--- src/rtl/sclgen_pkg.sv ---
package sclgen_pkg;

    typedef enum logic [1:0] {
        ST_IDLE = 2'd0,
        ST_LOW  = 2'd1,
        ST_HIGH = 2'd2
    } scl_state_e;

    localparam int unsigned N_FIELDS = 2;
    localparam int unsigned FLD_LO   = 0;
    localparam int unsigned FLD_HI   = 1;

endpackage

--- src/rtl/sclgen_shadow.sv ---
module sclgen_shadow #(
    parameter int unsigned FIELD_W = 16
) (
    input  logic                      clk,
    input  logic                      rst_n,
    input  logic                      load,
    input  logic [2*FIELD_W-1:0]      cfg,
    output logic [FIELD_W-1:0]        lo_q,
    output logic [FIELD_W-1:0]        hi_q
);
    import sclgen_pkg::*;

    logic [N_FIELDS-1:0][FIELD_W-1:0] fld_q;

    for (genvar g = 0; g < N_FIELDS; g++) begin : g_fld
        always_ff @(posedge clk or negedge rst_n) begin
            if (!rst_n) begin
                fld_q[g] <= '0;
            end else if (load) begin
                fld_q[g] <= cfg[g*FIELD_W +: FIELD_W];
            end
        end
    end

    assign lo_q = fld_q[FLD_LO];
    assign hi_q = fld_q[FLD_HI];

endmodule

--- src/rtl/sclgen_tick.sv ---
module sclgen_tick #(
    parameter int unsigned CNT_W = 19
) (
    input  logic             clk,
    input  logic             rst_n,
    input  logic             clr,
    input  logic [CNT_W-1:0] lim,
    input  logic [CNT_W-1:0] mid,
    output logic             at_end,
    output logic             at_mid
);
    logic [CNT_W-1:0] cnt_q;

    assign at_end = (cnt_q == lim);
    assign at_mid = (cnt_q == mid);

    always_ff @(posedge clk or negedge rst_n) begin
        if (!rst_n) begin
            cnt_q <= '0;
        end else if (clr || at_end) begin
            cnt_q <= '0;
        end else begin
            cnt_q <= cnt_q + 1'b1;
        end
    end

    // the count stays inside the current phase limit
    a_r2_cnt_bound: assert property (@(posedge clk) disable iff (!rst_n)
        cnt_q <= lim);

endmodule

--- src/rtl/sclgen_div.sv ---
module sclgen_div #(
    parameter int unsigned FIELD_W = 16
) (
    input  logic                 clk,
    input  logic                 rst_n,
    input  logic                 run,
    input  logic [2*FIELD_W-1:0] div_cfg,
    output logic                 scl_req,
    output logic                 chg_stb,
    output logic                 smp_stb
);
    import sclgen_pkg::*;

    localparam int unsigned CNT_W = FIELD_W + 3;

    scl_state_e         st_q, st_d;
    logic [FIELD_W-1:0] shd_lo, shd_hi, sel_fld;
    logic [CNT_W-1:0]   lim, mid;
    logic               at_end, at_mid, load_shd, clr_cnt;

    // capture the divider at every low-phase start
    assign load_shd = run && ((st_q == ST_IDLE) || ((st_q == ST_HIGH) && at_end));
    assign clr_cnt  = (st_q == ST_IDLE) || !run;

    sclgen_shadow #(.FIELD_W(FIELD_W)) u_shadow (
        .clk   (clk),
        .rst_n (rst_n),
        .load  (load_shd),
        .cfg   (div_cfg),
        .lo_q  (shd_lo),
        .hi_q  (shd_hi)
    );

    // phase length 8*(n+1) -> last index 8n+7; midpoint 4*(n+1)
    assign sel_fld = (st_q == ST_HIGH) ? shd_hi : shd_lo;
    assign lim     = {sel_fld, 3'b111};
    assign mid     = {({1'b0, sel_fld} + 1'b1), 2'b00};

    sclgen_tick #(.CNT_W(CNT_W)) u_tick (
        .clk    (clk),
        .rst_n  (rst_n),
        .clr    (clr_cnt),
        .lim    (lim),
        .mid    (mid),
        .at_end (at_end),
        .at_mid (at_mid)
    );

    always_comb begin
        st_d = st_q;
        unique case (st_q)
            ST_IDLE: if (run) st_d = ST_LOW;
            ST_LOW: begin
                if (!run)        st_d = ST_IDLE;
                else if (at_end) st_d = ST_HIGH;
            end
            ST_HIGH: begin
                if (!run)        st_d = ST_IDLE;
                else if (at_end) st_d = ST_LOW;
            end
            default: st_d = ST_IDLE;
        endcase
    end

    always_ff @(posedge clk or negedge rst_n) begin
        if (!rst_n) st_q <= ST_IDLE;
        else        st_q <= st_d;
    end

    always_comb begin
        scl_req = 1'b1;
        chg_stb = 1'b0;
        smp_stb = 1'b0;
        unique case (st_q)
            ST_IDLE: ;
            ST_LOW: begin
                scl_req = 1'b0;
                chg_stb = at_mid;
            end
            ST_HIGH: smp_stb = at_mid;
            default: ;
        endcase
    end

    // idle one cycle after run is seen low
    a_r7_idle_after_stop: assert property (@(posedge clk) disable iff (!rst_n)
        !run |=> (scl_req && !chg_stb && !smp_stb));

    // change strobe only while SCL is requested low
    a_r4_chg_in_low: assert property (@(posedge clk) disable iff (!rst_n)
        chg_stb |-> !scl_req);

    // sample strobe only while SCL is released
    a_r5_smp_in_high: assert property (@(posedge clk) disable iff (!rst_n)
        smp_stb |-> scl_req);

    // captured divider holds through a low phase
    a_r6_cfg_hold: assert property (@(posedge clk) disable iff (!rst_n)
        (st_q == ST_LOW) |=> $stable({shd_hi, shd_lo}));

    // a start always opens with a low phase
    a_r8_first_low: assert property (@(posedge clk) disable iff (!rst_n)
        ((st_q == ST_IDLE) && run) |=> !scl_req);

endmodule

--- config.mk ---
export PLATFORM = sky130hd
export DESIGN_NAME = sclgen_div
export DESIGN_NICKNAME = d
export VERILOG_FILES = /design/src/rtl/sclgen_pkg.sv /design/src/rtl/sclgen_shadow.sv /design/src/rtl/sclgen_tick.sv /design/src/rtl/sclgen_div.sv
export SDC_FILE = /design/constraint.sdc
export NUM_CORES = 1
export LEC_CHECK = 0
export ABC_AREA = 1
export CAP_MARGIN = 20
export CORE_MARGIN = 2
export CORE_UTILIZATION = 55
export DETAILED_ROUTE_END_ITERATION = 7
export GPL_TIMING_DRIVEN = 1
export PLACE_DENSITY = 0.73
export SKIP_CTS_REPAIR_TIMING = 1
export SLEW_MARGIN = 30
export SYNTH_ARGS = -nofsm -noshare
export SYNTH_HDL_FRONTEND = slang
export SYNTH_HIERARCHICAL = 1
export SYNTH_SLANG_ARGS = --single-unit
--- constraint.sdc ---
create_clock -name clk -period 4 [get_ports clk]
set_input_delay 1.2 -clock clk [delete_from_list [all_inputs] [get_ports clk]]
set_output_delay 1.2 -clock clk [all_outputs]
set_load 0.005 [all_outputs]
# Word level (Yosys, flattened, before mapping)
# Index checks and enable logic that the tools add are counted.
[word_totals]
reg_bits = 53
out_inout_bits = 3
inputBits = 35
[op_classes]
eq_ne = 7
reduce_logical = 8
mux = 11
n_addsub = 2
[ops]
columns = ["operator", "n"]
rows = [
  ["$eq 19x19->1", 2],
  ["$add 19x1->19 const B", 1],
  ["$mux 19", 1],
  ["$add 16x1->17 const B", 1],
  ["$mux 16", 1],
  ["$mux 2", 5],
  ["$ne 3x3->1 const B", 2],
  ["$pmux 2 s3", 1],
  ["$logic_or 1x1->1", 3],
  ["$mux 1", 3],
  ["$reduce_and 3->1", 1],
  ["$eq 2x1->1 const B", 1],
  ["$eq 2x2->1 const B", 1],
  ["$logic_and 1x1->1", 2],
  ["$logic_not 2->1", 1],
  ["$ne 2x2->1 const B", 1],
  ["$logic_not 1->1", 1],
]

# Depth between registers and ports, before layout
# Gate-level depths: netlist of the first run.
[logic_depth]
word_depth = 6
ltp_mapped = 22
mapped_depth_nobuf = 18

# By module
# The synthesis of the first run kept the hierarchy.
[modules_own_cells]
columns = ["mod", "n_inst", "cells_per_inst", "area_per_inst_um2"]
rows = [
  ["sclgen_tick", 1, 238, 1551.5],
  ["sclgen_shadow", 1, 136, 1292.5],
  ["sclgen_div", 1, 227, 1172.4],
]

# Worst setup path after synthesis of the first run
# Ideal clock, no wire load.
[synth_path]
kind = "register -> output"
startpoint = "register st_q[0]"
endpoint = "output port chg_stb"
t_arrival_ns = 2.041
path_slack_ns = 0.759
path_stages_with_launch = 16
path_cell_list = "dfrtp_1 -> inv_4 -> nand2_8 -> buf_12 -> o21ai_2 -> nand2_2 -> nor2_4 -> nand3_1 -> nand2_1 -> nand2_1 -> xor2_1 -> nor3_1 -> nand3_1 -> nor2_1 -> inv_1 -> nor2_1"
[synth_via]
elab_chain_cells = 5
elab_cells_between_ends = 6
[synth_lines]
columns = ["item", "line", "rtl"]
rows = [
  ["from (decl)", "sclgen_div.sv:16", "scl_state_e st_q, st_d;"],
  ["from (signal assigned)", "sclgen_div.sv:67", "else st_q <= st_d;"],
  ["$eq 2x2->1", "sclgen_div.sv:35", "assign sel_fld = (st_q == ST_HIGH) ? shd_hi : shd_lo;"],
  ["$mux 16", "sclgen_div.sv:35", ""],
  ["named net sel_fld[4]", "sclgen_div.sv:17", "logic [FIELD_W-1:0] shd_lo, shd_hi, sel_fld;"],
  ["$add 16x1->17", "sclgen_div.sv:37", "assign mid = {({1'b0, sel_fld} + 1'b1), 2'b00};"],
  ["named net mid[15]", "sclgen_div.sv:18", "logic [CNT_W-1:0] lim, mid;"],
  ["$eq 19x19->1", "sclgen_tick.sv:15", "assign at_mid = (cnt_q == mid);"],
  ["named net at_mid", "sclgen_div.sv:19", "logic at_end, at_mid, load_shd, clr_cnt;"],
  ["$mux 1", "sclgen_div.sv:74", "unique case (st_q)"],
  ["to (decl)", "sclgen_div.sv:9", "output logic chg_stb,"],
]
# The timed path passes the listed nets, and every way through them passes these cells.

# Final worst setup path of the first run
[layout_path]
startpoint = "register st_q[0]"
endpoint = "output port smp_stb"
[layout_via]
elab_chain_cells = 5
[layout_lines]
columns = ["item", "line", "rtl"]
rows = [
  ["$eq 2x2->1", "sclgen_div.sv:35", ""],
  ["$mux 16", "sclgen_div.sv:35", ""],
  ["$add 16x1->17", "sclgen_div.sv:37", ""],
  ["named net mid[8]", "sclgen_div.sv:18", ""],
  ["$eq 19x19->1", "sclgen_tick.sv:15", ""],
  ["named net at_mid", "sclgen_div.sv:19", ""],
  ["$mux 1", "sclgen_div.sv:74", ""],
  ["to (decl)", "sclgen_div.sv:10", "output logic smp_stb"],
]
# The timed path passes the listed nets, and every way through them passes these cells.

==> metrics.md, run 1 <==
| Metric | Value |
|---|---|
| Relative slew slack | `53.8%` |
| First drt pass iteration count | `6` |
| Measured slew at the worst slew-check pin | `0.693 ns` |
| # DRC | `0` |
| Crit path capture type | `primary output` |
| Syn Inst Count | `601` |
| Clk_skew | `0.00911 ns` |
| Cts bufs inserted | `5` |
| Layout area overhead | `17.7%` |
| Tot Pwr | `1.60 mW` |
| Startpoint Class | `flop` |
| Hold WC Path Type | `flop to flop` |
| Clk root buf | `clkbuf_8` |
| Io pins | `38` |
| Final hold vios | `0` |
| Max-slew violation count | `0` |
| Inst Count DP | `736` |
| Cell Pwr Density | `339 nW/µm²` |
| Slowest Stage Delay on Critical Path | `0.45 ns` |
| Synth cell types | `37` |
| Seq/Total Area, Yosys | `33.0%` |
| Die Width | `89.5 µm` |
| Ant diodes | `0` |
| Min cycle time layout | `3.90 ns` |
| DP HPWL | `7330 µm` |
| Max Cap Viol | `0` |
| Worst skew pair latency | `0.32 ns` |
| Routed WL | `9870 µm` |
| Critical Path Start | `st_q[0]` |
| Critical R2R Launch | `st_q[1]` |
| Initial core utilization | `56.0%` |
| Average size of a mapped cell | `6.68 µm²` |
| Setup CP Type | `flop to primary output` |
| CP required | `2.80 ns` |
| Worst path slowest cell | `dfrtp_2` |
| Worst vdd ir | `0.213 mV` |
| Clock slew at reported path FFs | `0.10 ns` |
| Fillcell total | `655` |
| Pleak | `2.38 nW` |
| DR vias | `3673` |
| Initial antenna violation count | `0` |
| Final period util | `97.4%` |
| Core area | `7180 µm²` |
| Finished Layout Cells | `752` |
| #FFs+latches synth | `53` |
| GR Overflow Total | `0` |
| Final Net Count | `688` |
| Pre-CTS setup slack | `-0.106 ns` |
| Crit path arrival time | `2.70 ns` |
| Largest net degree at the start of global routing | `35` |
| Vias in the first global route | `3446` |
| ANT nets after route | `0` |
| WHS | `0.491 ns` |
| Port-buffer cells | `37` |
| Worst-path cell chain | `clkinv_4 -> buf_8 -> nand3b_1 -> nand2_2 -> nor2_4 -> nand2_4 -> nor2_4 -> nor2_1 -> nor2_1 -> or2_2 -> nand4_1 -> nor3_2 -> nand2_1 -> nor2_2 -> inv_2 -> nor2_2 -> buf_2` |
| Setup WS post-layout | `0.102 ns` |
| CTS tree | `yes` |
| Setup-failing EPs final | `0` |
| Share of post-route cells with drive strength above 1 | `18.4%` |
| Status | `complete, no violations` |
| RSZ-0062 raised after global routing | `true` |
| CP max FO | `12` |
| H-tree levels | `2` |
| Starting DRC count in detailed routing | `181` |
| Worst hold start | `u_shadow/lo_q[15]` |
| Post-synth top flop | `dfrtp_1` |
| Clock sink total | `53` |
| Die Ht | `89.5 µm` |
| All-Layer GR Usage | `25.2%` |
| Clk buf depth | `2` |
| Number of synthesized flops with an enable pin | `0` |
| Wire length per cell | `13.1 µm` |
| Post-synth ARST share | `100%` |
| GP Congestion | `1.01` |
| FP Rows | `31` |
| Netlist Area Pre-Place | `4020 µm²` |
| Max Freq | `0.257 GHz` |
| First-pass GRT wire length | `15700 µm` |
| Synth warn | `6` |
| Via density | `4.88` |
| Die ar. | `8000 µm²` |
## worst max-delay path, delay by kind of cell, from the launching register on
kind,cells,cell delay [ns]
buffers and inverters,4,0.47
DFF,1,0.45
and+or+nand+nor,13,1.44
## final timing paths
| check | to | slack (ns) | cells past startpoint |
|---|---|---|---|
| worst max-delay path | smp_stb | 0.10 | 17 |
| worst min-delay path | u_shadow/lo_q[15] | 0.49 | 2 |
| worst max register to register | u_shadow/hi_q[3] | 0.89 | 19 |
| worst min register to register | u_shadow/lo_q[15] | 0.49 | 2 |
| max in group asynchronous | st_q[1] | 2.30 | 2 |
| min in group asynchronous | u_tick/cnt_q[2] | 0.92 | 1 |
## cells in the mapped netlist (all sizes together) (3+ instances only)
master / instances / area share (%)
nand2: 267 / 27
nor2: 82 / 9.1
inv: 72 / 7.0
dfrtp: 53 / 33
nand3: 27 / 3.8
xor2: 20 / 4.5
buf: 17 / 4.2
nand4: 12 / 1.9
o21ai: 12 / 1.9
nor3: 10 / 1.4
xnor2: 10 / 2.2
or2: 5 / 0.78
nand3b: 4 / 0.75
clkbuf: 3 / 1.0
## cells by family (layout without fill, tap and decap cells)
kind of cell | Yosys count | after routing | synth area share, %
compound gates | 16 | 16 | 2.52
xor+xnor | 30 | 30 | 6.73
fa+ha+maj | 1 | 1 | 0.311
buf+inv | 92 | 137 | 12.2
flops | 53 | 53 | 33.0
other cells | 2 | 7 | 0.187
simple gates | 407 | 409 | 45.0
## metrics by stage
stage | instance area [µm²] | util [%] | setup TNS (ns)
floorplan | 4040 | - | 0
CTS | 4520 | 63.0 | -0.922
detailed placement | 4420 | 61.6 | -0.189
finish | 4730 | 65.9 | 0
global placement | 4420 | 61.6 | -0.136
global route | 4730 | 65.9 | -0.183
## power breakdown
group          internal (mW)  total (mW)  leakage (nW)  switching (mW)
Clock                  0.144       0.334        0.0518           0.190
Sequential             0.606       0.668         0.683          0.0625
Combinational          0.238       0.601          1.65           0.363
## per-layer routing
metal / part of all wire, % / GRT usage, % / up-vias
met3: 3.1 / 3.51 / 29
met1: 46 / 33.0 / 1655
met4: 3.4 / 9.23 / 0
li1: - / - / 1904
met2: 48 / 42.2 / 85
met5: 0 / 0 / -
## cell usage in the layout (no fill, tap or decap), types with 2 or more instances in the layout
cell               n
nor2_1            59
nand3b_1           4
clkinv_4           2
buf_2              3
o21ai_2            4
nand2_1          233
nand2_4            8
nor3_2             3
nor3_1             7
xnor2_1           10
nand2_8            2
nand3_2            2
nand4_1           12
nor2_4            10
dfrtp_1           51
inv_2             10
o21ai_1            2
nand3_1           24
clkdlybuf4s50_1   34
nor2_2            13
or2_2              5
inv_1             60
dfrtp_2            2
clkbuf_8           6
xor2_1            19
conb_1             7
o22ai_1            2
buf_4             18
nand2_2           25
o21ai_0            6
## flip-flops by register name, indices dropped and copies added, names as in the netlist
| name | count |
|---|---|
| u_shadow/hi_q | 16 |
| u_shadow/lo_q | 16 |
| u_tick/cnt_q | 19 |
| st_q | 2 |
## final cells by class
cell class / count / area, µm² / area share (%)
flip-flops and latches: 53 / 1330 / 28.1
multi-input cells: 463 / 2370 / 50.1
repair buffers: 57 / 526 / 11.1
clock inverters: 2 / 17.5 / 0.371
clock buffers: 6 / 82.6 / 1.75
well taps: 99 / 124 / 2.62
inverters: 72 / 283 / 5.98
Power figures use the tool's default switching activity.
==> run 2: changes to the inputs <==
--- a/config.mk
+++ b/config.mk
@@ -10,7 +10,7 @@
 export CORE_MARGIN = 2
 export CORE_UTILIZATION = 55
 export DETAILED_ROUTE_END_ITERATION = 7
-export GPL_TIMING_DRIVEN = 1
+export GPL_TIMING_DRIVEN = 0
 export PLACE_DENSITY = 0.73
 export SKIP_CTS_REPAIR_TIMING = 1
 export SLEW_MARGIN = 30
==> run 2 against run 1 <==
Net effect: via count is 2.5% higher; cell count up 1.9%; clock skew decreased by 0.0020 ns; sequential cell count unchanged; die area unchanged; critical path depth stayed put; clock-buffer cell count down 1; clock power up 29%; global-route usage is 0.53 points lower; sequential share of layout area is 1.2 points lower; largest cell class unchanged; largest power group unchanged.
==> metrics.md, run 2 (synthesized netlist as in run 1, its figures left out) <==
| Metric | Value |
|---|---|
| Initial core utilization | `56.0% (unchanged)` |
| Max Freq | `0.256 GHz (-0.32%)` |
| Final period util | `97.7% (+0.31 points)` |
| Clk buf depth | `2 (unchanged)` |
| Min cycle time layout | `3.91 ns (+0.0124 ns)` |
| Clock slew at reported path FFs | `0.10 ns (about the same)` |
| Die ar. | `8000 µm² (unchanged)` |
| Max Cap Viol | `0 (unchanged)` |
| Max reg flops | `19 (unchanged)` |
| Share of post-route cells with drive strength above 1 | `18.7% (+0.36 points)` |
| DR vias | `3764 (+2.5%)` |
| Initial antenna violation count | `0 (unchanged)` |
| Setup-failing EPs final | `0 (unchanged)` |
| Setup WS post-layout | `0.0901 ns (-0.0124 ns)` |
| Final hold vios | `0 (unchanged)` |
| Fillcell total | `610 (-6.9%)` |
| Crit path arrival time | `2.71 ns (about the same)` |
| First drt pass iteration count | `5 (-1)` |
| CTS tree | `yes` |
| Startpoint Class | `flop` |
| Setup CP Type | `flop to primary output` |
| Pleak | `2.50 nW (+5.1%)` |
| Largest net degree at the start of global routing | `28 (-20%)` |
| CP max FO | `7 (-5)` |
| ANT nets after route | `0 (unchanged)` |
| Final Net Count | `702 (+2.0%)` |
| GP Congestion | `0.961 (-4.8%)` |
| Cell Pwr Density | `345 nW/µm² (+1.6%)` |
| Starting DRC count in detailed routing | `178 (-1.7%)` |
| Vias in the first global route | `3383 (-1.8%)` |
| Die Width | `89.5 µm (unchanged)` |
| Most flops, register | `u_tick/cnt_q` |
| Layout area overhead | `22.9%` |
| All-Layer GR Usage | `24.6% (-0.53 points)` |
| Status | `complete, no violations` |
| Crit path capture type | `primary output` |
| Worst skew pair latency | `0.31 ns (about the same)` |
| Clock sink total | `53 (unchanged)` |
| RSZ-0062 raised after global routing | `true` |
| Clk root buf | `clkbuf_8` |
| Ant diodes | `0 (unchanged)` |
| Cts bufs inserted | `5 (unchanged)` |
| Via density | `4.91 (+0.60%)` |
| FP Rows | `31 (unchanged)` |
| Routed WL | `9720 µm (-1.5%)` |
| Tot Pwr | `1.70 mW (+6.1%)` |
| DP HPWL | `7480 µm (+2.0%)` |
| Hold WC Path Type | `flop to flop` |
| Pre-CTS setup slack | `-0.142 ns (-0.0356 ns)` |
| # DRC | `0 (unchanged)` |
| Multi-input gate area | `2320 µm² (-1.9%)` |
| Register area | `1330 µm² (about the same)` |
| Port-buffer cells | `37 (unchanged)` |
| H-tree levels | `2 (unchanged)` |
| Io pins | `38 (unchanged)` |
| Commonest cells after routing, fill and taps aside | `nand2_1 (238), inv_1 (62), nor2_1 (60), dfrtp_1 (52), clkdlybuf4s50_1 (34)` |
| GR Overflow Total | `0 (unchanged)` |
| Worst vdd ir | `0.188 mV (-12%)` |
| CP required | `2.80 ns (about the same)` |
| Most common cell after layout, fill and taps aside | `nand2_1` |
| Die Ht | `89.5 µm (unchanged)` |
| Wire length per cell | `12.7 µm (-3.3%)` |
| Clk_skew | `0.00710 ns (-0.00201 ns)` |
| First-pass GRT wire length | `15300 µm (-2.6%)` |
| Core area | `7180 µm² (unchanged)` |
| Max-slew violation count | `0 (unchanged)` |
## run 2: changes by cell type in the layout (fill, tap and decap cells not counted), moves of 3 or more
cell     before  now
nand2_2      25   20
buf_4        18   13
buf_6         0   11
nor2_4       10    4
buf_12        1    4
inv_2        10    7
nand2_1     233  238
nor2_2       13   17
buf_2         3    7
## run 2: metrics by stage
stage / hold slack [ns] / util [%] / setup TNS (ns) / instance area, µm² / std cells
after global routing: 0.516 / 68.8 / -0.240 / 4940 / 766
after CTS: 0.484 / 65.2 / -1.01 / 4680 / 751
after global placement: 0.450 / 63.1 / -0.0998 / 4530 / 742
after detailed placement: 0.459 / 63.4 / -0.276 / 4550 / 743
final: 0.484 / 68.8 / 0 / 4940 / 766
after floorplan: 0.433 / - / 0 / 4040 / 606
## run 2: final cells by class
| type | instances | area share, % |
|---|---|---|
| tap | 99 | 2.51 |
| clock inverter | 3 | 1.32 |
| sequential | 53 | 26.9 |
| inverter | 72 | 5.78 |
| timing repair buffer | 53 | 10.7 |
| clock buffer | 5 | 1.39 |
| buffer | 20 | 4.36 |
| multi-input combinational | 461 | 47.0 |
## run 2: metal layers
metal | up-vias | share of wire [%] | global-route usage, %
met1 | 1722 | 43 | 30.5
met5 | - | 0 | 0
met2 | 104 | 51 | 44.8
li1 | 1924 | - | -
met3 | 14 | 4.0 | 2.77
met4 | 0 | 1.8 | 7.33
## run 2: power by group
group	internal, mW	switching (mW)
clock network	0.249	0.182
logic	0.248	0.351
registers	0.606	0.0650
total	1.10	0.598
## run 2: worst paths after layout
kind / start / end / slack [ns] / cells after the start
setup / recovery: st_q[0] / smp_stb / 0.09 / 17
hold / removal: u_shadow/hi_q[3] / u_shadow/hi_q[3] / 0.48 / 2
setup reg to reg: st_q[1] / u_shadow/hi_q[5] / 0.89 / 22
hold reg to reg: u_shadow/hi_q[3] / u_shadow/hi_q[3] / 0.48 / 2
max in group asynchronous: rst_n / st_q[0] / 2.75 / 2
min in group asynchronous: rst_n / u_tick/cnt_q[3] / 0.79 / 1
## run 2: worst max-delay path, cell delays in order (launching register included)
cell and delay [ns]:
dfrtp_2 0.45, clkinv_4 0.12, nand2_8 0.12, clkbuf_16 0.17
nand2_4 0.05, nand2_4 0.08, nand3_4 0.12, buf_12 0.16
nor2_8 0.11, buf_6 0.13, xor2_4 0.15, o22ai_2 0.09
nor3_2 0.18, nand2_1 0.08, nor2_2 0.15, inv_2 0.07
nor2_2 0.07, buf_2 0.11
